File: src/rtl/irq_redir_pkg.sv
package irq_redir_pkg;
  localparam int WORD_W = 32;
  localparam int VEC_W  = 8;
  localparam int DM_W   = 3;
  localparam int DEST_W = 8;

  localparam int B_DM    = 8;
  localparam int B_RPEND = 12;
  localparam int B_POL   = 14;
  localparam int B_TRIG  = 15;
  localparam int B_MASK  = 16;
  localparam int B_DEST  = 24;

  typedef struct packed {
    logic              mask;
    logic              level;
    logic              pol;
    logic [DM_W-1:0]   dmode;
    logic [VEC_W-1:0]  vec;
    logic [DEST_W-1:0] dest;
  } entry_t;
endpackage

File: src/rtl/irq_first_pick.sv
module irq_first_pick #(
  parameter int N  = 24,
  localparam int IW = (N > 1) ? $clog2(N) : 1
) (
  input  logic [N-1:0]  req,
  output logic          found,
  output logic [IW-1:0] idx,
  output logic [N-1:0]  onehot
);
  assign found  = |req;
  assign onehot = req & (~req + N'(1));

  always_comb begin
    idx = '0;
    for (int i = N - 1; i >= 0; i--) begin
      if (req[i]) idx = IW'(i);
    end
  end
endmodule

File: src/rtl/irq_pin_slot.sv
module irq_pin_slot
  import irq_redir_pkg::*;
(
  input  logic              clk,
  input  logic              rst_n,
  input  logic              evt_hit,
  input  logic              evt_level,
  input  logic              eoi_valid,
  input  logic [VEC_W-1:0]  eoi_vector,
  input  logic              wr_lo,
  input  logic              wr_hi,
  input  logic [WORD_W-1:0] wdata,
  input  logic              take,
  output entry_t            ent,
  output logic              req,
  output logic              rpend,
  output logic              elig
);
  entry_t ent_n;
  logic   req_n, rpend_n;

  assign elig = req && !ent.mask && !(ent.level && rpend);

  always_comb begin
    req_n = req;
    if (take && !ent.level) req_n = 1'b0;
    if (evt_hit) begin
      if (ent.level)                   req_n = evt_level;
      else if (evt_level && !ent.mask) req_n = 1'b1;
    end
  end

  always_comb begin
    rpend_n = rpend;
    if (take && ent.level) rpend_n = 1'b1;
    if (eoi_valid && rpend && eoi_vector == ent.vec) rpend_n = 1'b0;
    if (wr_lo && !wdata[B_TRIG]) rpend_n = 1'b0;
  end

  always_comb begin
    ent_n = ent;
    if (wr_lo) begin
      ent_n.vec   = wdata[VEC_W-1:0];
      ent_n.dmode = wdata[B_DM +: DM_W];
      ent_n.pol   = wdata[B_POL];
      ent_n.level = wdata[B_TRIG];
      ent_n.mask  = wdata[B_MASK];
    end
    if (wr_hi) ent_n.dest = wdata[B_DEST +: DEST_W];
  end

  always_ff @(posedge clk) begin
    if (!rst_n) begin
      ent      <= '0;
      ent.mask <= 1'b1;
      req      <= 1'b0;
      rpend    <= 1'b0;
    end else begin
      ent   <= ent_n;
      req   <= req_n;
      rpend <= rpend_n;
    end
  end
endmodule

File: src/rtl/irq_redirect_ctrl.sv
module irq_redirect_ctrl
  import irq_redir_pkg::*;
#(
  parameter int NUM_PINS  = 24,
  parameter int IN_W      = 5,
  parameter int REMAP_SRC = 0,
  parameter int REMAP_DST = 2,
  localparam int IDX_W    = (NUM_PINS > 1) ? $clog2(NUM_PINS) : 1
) (
  input  logic              clk,
  input  logic              rst_n,
  input  logic              evt_valid,
  input  logic [IN_W-1:0]   evt_num,
  input  logic              evt_level,
  input  logic              cfg_wr,
  input  logic [IDX_W-1:0]  cfg_idx,
  input  logic              cfg_hi,
  input  logic [WORD_W-1:0] cfg_wdata,
  output logic [WORD_W-1:0] cfg_rdata,
  input  logic              eoi_valid,
  input  logic [VEC_W-1:0]  eoi_vector,
  output logic              msg_valid,
  input  logic              msg_ready,
  output logic [VEC_W-1:0]  msg_vector,
  output logic              msg_level,
  output logic [DM_W-1:0]   msg_dmode,
  output logic [DEST_W-1:0] msg_dest
);
  entry_t              ents [NUM_PINS];
  logic [NUM_PINS-1:0] req_vec, rpend_vec, elig_vec, mask_vec, level_vec;
  logic [NUM_PINS-1:0] take_vec, pick_1h;
  logic [IDX_W-1:0]    pick_idx;
  logic                pick_found, msg_load;
  logic [IN_W-1:0]     evt_pin;
  logic                evt_ok, cfg_ok;

  assign evt_pin = (evt_num == IN_W'(REMAP_SRC)) ? IN_W'(REMAP_DST) : evt_num;
  assign evt_ok  = evt_valid && ({1'b0, evt_pin} < (IN_W+1)'(NUM_PINS));
  assign cfg_ok  = {1'b0, cfg_idx} < (IDX_W+1)'(NUM_PINS);

  for (genvar g = 0; g < NUM_PINS; g++) begin : g_pin
    irq_pin_slot u_slot (
      .clk        (clk),
      .rst_n      (rst_n),
      .evt_hit    (evt_ok && evt_pin == IN_W'(g)),
      .evt_level  (evt_level),
      .eoi_valid  (eoi_valid),
      .eoi_vector (eoi_vector),
      .wr_lo      (cfg_wr && cfg_ok && !cfg_hi && cfg_idx == IDX_W'(g)),
      .wr_hi      (cfg_wr && cfg_ok && cfg_hi && cfg_idx == IDX_W'(g)),
      .wdata      (cfg_wdata),
      .take       (take_vec[g]),
      .ent        (ents[g]),
      .req        (req_vec[g]),
      .rpend      (rpend_vec[g]),
      .elig       (elig_vec[g])
    );
    assign mask_vec[g]  = ents[g].mask;
    assign level_vec[g] = ents[g].level;
  end

  irq_first_pick #(.N(NUM_PINS)) u_pick (
    .req    (elig_vec),
    .found  (pick_found),
    .idx    (pick_idx),
    .onehot (pick_1h)
  );

  assign msg_load = pick_found && (!msg_valid || msg_ready);
  assign take_vec = msg_load ? pick_1h : '0;

  always_ff @(posedge clk) begin
    if (!rst_n) begin
      msg_valid  <= 1'b0;
      msg_vector <= '0;
      msg_level  <= 1'b0;
      msg_dmode  <= '0;
      msg_dest   <= '0;
    end else if (msg_load) begin
      msg_valid  <= 1'b1;
      msg_vector <= ents[pick_idx].vec;
      msg_level  <= ents[pick_idx].level;
      msg_dmode  <= ents[pick_idx].dmode;
      msg_dest   <= ents[pick_idx].dest;
    end else if (msg_ready) begin
      msg_valid  <= 1'b0;
    end
  end

  always_comb begin
    cfg_rdata = '0;
    if (cfg_ok) begin
      if (cfg_hi) begin
        cfg_rdata[B_DEST +: DEST_W] = ents[cfg_idx].dest;
      end else begin
        cfg_rdata[VEC_W-1:0]   = ents[cfg_idx].vec;
        cfg_rdata[B_DM +: DM_W] = ents[cfg_idx].dmode;
        cfg_rdata[B_RPEND]     = rpend_vec[cfg_idx];
        cfg_rdata[B_POL]       = ents[cfg_idx].pol;
        cfg_rdata[B_TRIG]      = ents[cfg_idx].level;
        cfg_rdata[B_MASK]      = ents[cfg_idx].mask;
      end
    end
  end
endmodule

File: config.mk
export PLATFORM = sky130hd
export DESIGN_NAME = irq_redirect_ctrl
export DESIGN_NICKNAME = d
export VERILOG_FILES = /design/src/rtl/irq_redir_pkg.sv /design/src/rtl/irq_first_pick.sv /design/src/rtl/irq_pin_slot.sv /design/src/rtl/irq_redirect_ctrl.sv
export SDC_FILE = /design/constraint.sdc
export NUM_CORES = 2
export LEC_CHECK = 0
export ABC_AREA = 0
export BUFFER_PORTS_ARGS = -buffer_cell sky130_fd_sc_hd__buf_2
export CAP_MARGIN = 20
export CORE_MARGIN = 4
export CORE_UTILIZATION = 65
export CTS_BUF_LIST = sky130_fd_sc_hd__clkbuf_4 sky130_fd_sc_hd__clkbuf_8
export CTS_CLUSTER_DIAMETER = 120
export DETAILED_ROUTE_END_ITERATION = 8
export MAX_ROUTING_LAYER = met4
export PLACE_DENSITY = 0.87
export SYNTH_ARGS = -nofsm -noshare
export SYNTH_HDL_FRONTEND = slang
export SYNTH_SLANG_ARGS = --single-unit
File: constraint.sdc
create_clock -name clk -period 8.27 [get_ports clk]
set_input_delay 0.827 -clock clk [delete_from_list [all_inputs] [get_ports clk]]
set_output_delay 0.827 -clock clk [all_outputs]
set_load 0.02 [all_outputs]
==> flow_summary.yaml <==
outcome:
  status: "complete, no violations"
global_route:
  grt_pass1_vias: 31100
  antenna_found_initial: 5
  grt_max_degree: 271
  grt_usage: 0.426
  grt_remaining_overflow: 0
  grt_pass1_wl_um: 185000
detailed_routing:
  drc: 0
  via_per_inst: 6.92
  drtIter0Drc: 5891
  postRouteAntennaNets: 0
  routed_wl_um: 122000
  firstDrtPassIters: 8
  wl_per_cell_um: 25.2
  num_vias: 33600
critical_path:
  rr_startpoint: "g_pin[15].u_slot.ent[20]"
  cp-start-kind: "input pin"
  cp-end-kind: "output port"
  cp_max_fo: 87
  critPathMaxStageDelay_ns: 0.77
  startpoint: "cfg_idx[0]"
  crit_required_ns: 7.44
  cp_slowest_cell: "buf_4"
  path_common_cell: "mux4_2"
  cp_top_family: "buffers and inverters"
  crit_buf_inv: 3
  crit_type: "input pin to output port"
  worstPathCellList: "buf_8, buf_4, mux4_2, mux4_2, a21oi_1, nor2_1, buf_2"
  arrival_ns: 4.28
clock_network:
  cts_hold_buf: 0
  numCtsBuffers: 101
  post-cts-setup-buffers: 0
  cts_tree: "done"
  clk_latency_ns: 0.75
  cts_resized: 0
  cts.sinks: 597
  clock_tree.buffer_depth: 3
  clkSlewWorstSetupHoldPaths_ns: 0.07
  root_buffer: "clkbuf_8"
  h-tree-depth: 3
pwr:
  power_density_mw_per_mm2: 164
  ir_drop_uv: 145
  p_leak_nw: 13.1
placement:
  dp.cells: 4656
  portBuffers: 91
  hpwl_um: 81600
  gp_congestion: 1.06
timing:
  worst_pin_slew_ns: 1.21
  hold_violations: 0
  rsz0062_at_grt: "false"
  tns_ns: 0
  finalClockSkew_ns: 0.0424
  holdWs_ns: 0.455
  final_max_slew_viol_count: 0
  maxClockFrequency_ghz: 0.196
  setup_viol: 0
  post-route-period-util: 0.618
  post-route-min-period_ns: 5.11
  slew-limit-headroom: 0.193
floorplan:
  ios: 111
  start_util: 0.660
  die_h_um: 239
  rows: 84
  dieWidth_um: 239
  dieArea_mm2: 0.0573
  core_mm2: 0.0528
min_path:
  hold_start: "g_pin[0].u_slot.req"
  worstHoldPathType: "flop to flop"
synth:
  synth-main-ff-cell: "dfxtp_1"
  ys_ff_latch: 597
  synth-seq-area-share: 0.343
  syn-cell-area_mm2: 0.0348
  ys_async_sr_fraction: 0
  yosysUniqueCellTypes: 80
  synth_area_per_cell_um2: 8.36
  ys_warn_count: 0
  synth_edf_count: 0
  synth_cells: 4162
finish:
  instances_no_fill: 4856
  fillCellCount: 3889
  synthToLayoutAreaGrowth_pct: 7.96
  layout-drive-gt1-share: 0.132
  nNetsFinal: 4137
  layout_common_cells: "nand2_1, dfxtp_1, a21boi_0"
  final_common_cell: "nand2_1"
run:
  maxCapViolCount: 0
==> layer usage <==
layer	up-vias	global-route usage	part of all wire
li1	14500	-	-
met1	15600	0.544	0.36
met2	2897	0.598	0.42
met3	574	0.154	0.16
met4	0	0.212	0.057
met5	-	-	0
==> worst reg2reg max path: stages (launching register included) <==
cell and delay (ns):
dfxtp_1 0.47, nand2_1 0.26, and2_1 0.32, or3_1 0.38
a21oi_2 0.53, o211a_4 0.86, buf_4 0.63, mux2i_1 0.25
a22o_1 0.27, or4_1 0.51, o31ai_1 0.28
==> synth_stat cells (all sizes together), types with 3 or more instances <==
cell     instances  share of area
mux2i          195          0.056
a211oi           5         0.0011
a41oi            5         0.0013
nor3            52         0.0084
buf             91          0.014
xor2           168          0.042
o22ai           19         0.0034
nand2         1082           0.12
o311a            3        0.00086
nor2           123          0.013
nand4           53         0.0095
o211ai          24         0.0058
nor4            64          0.012
o22a            10         0.0025
nor2b          194          0.035
o31ai           34         0.0075
o21a             3        0.00065
o311ai          11         0.0028
or3             17         0.0031
mux4           161           0.10
o211a            4         0.0012
a21boi         361          0.078
a22o             3        0.00075
dfxtp          597           0.34
a22oi            6         0.0013
a21oi           91          0.013
nor3b            4        0.00086
o221ai          34         0.0086
o2111ai         14         0.0037
o21ai           46         0.0067
inv             23         0.0025
nand2b          29         0.0052
or2              6         0.0011
and3            35         0.0063
xnor2           24         0.0060
a31oi           59          0.011
and2            18         0.0033
a211o            3        0.00075
a32oi           29         0.0073
a2bb2oi          3        0.00075
nand3          172          0.025
clkbuf         264          0.028
==> stage by stage <==
stage / setup slack [ns] / utilization / total power, W / instance area [µm²]
floorplan: 4.42 / - / 0.00323 / 34800
global placement: 3.27 / 0.669 / 0.00334 / 35300
detailed placement: 3.27 / 0.669 / 0.00334 / 35300
CTS: 3.27 / 0.711 / 0.00615 / 37500
global route: 3.00 / 0.712 / 0.00634 / 37600
finish: 3.16 / 0.712 / 0.00618 / 37600
==> area by class of cell <==
class / count / area [µm²] / share of cell area
Multi-Input combinational cell: 3195 / 21400 / 0.570
Sequential cell: 597 / 12000 / 0.318
Clock buffer: 159 / 2000 / 0.0532
Timing Repair Buffer: 161 / 1070 / 0.0286
Tap cell: 688 / 861 / 0.0229
Clock inverter: 28 / 191 / 0.00509
Inverter: 23 / 86.3 / 0.00230
Antenna cell: 5 / 12.5 / 0.000333
==> state kept, by name, indices dropped and copies added, names as in the netlist <==
register	flops
g_pin.u_slot.ent	528
g_pin.u_slot.req	24
g_pin.u_slot.rpend	24
msg_dest	8
msg_vector	8
msg_dmode	3
msg_level	1
msg_valid	1
==> cell families after synthesis <==
family / share of synthesized area
AO/OA/AOI/OAI: 0.162
XOR/XNOR: 0.0483
buffers and inverters: 0.0446
flip-flops: 0.343
multiplexers: 0.160
other: 0.000108
AND/OR/NAND/NOR: 0.241
==> worst paths after layout <==
kind | to | slack, ns | cells past startpoint
min reg2reg | g_pin[0].u_slot.req | 0.45 | 1
max reg2reg | msg_dmode[0] | 3.42 | 10
min | g_pin[0].u_slot.req | 0.45 | 1
max | cfg_rdata[10] | 3.16 | 7
==> report_power, final <==
part	switching [W]	internal, W
logic	0.000271	0.000128
clock network	0.00131	0.00157
registers	0.0000115	0.00289
(Power assumes the default switching activity.)
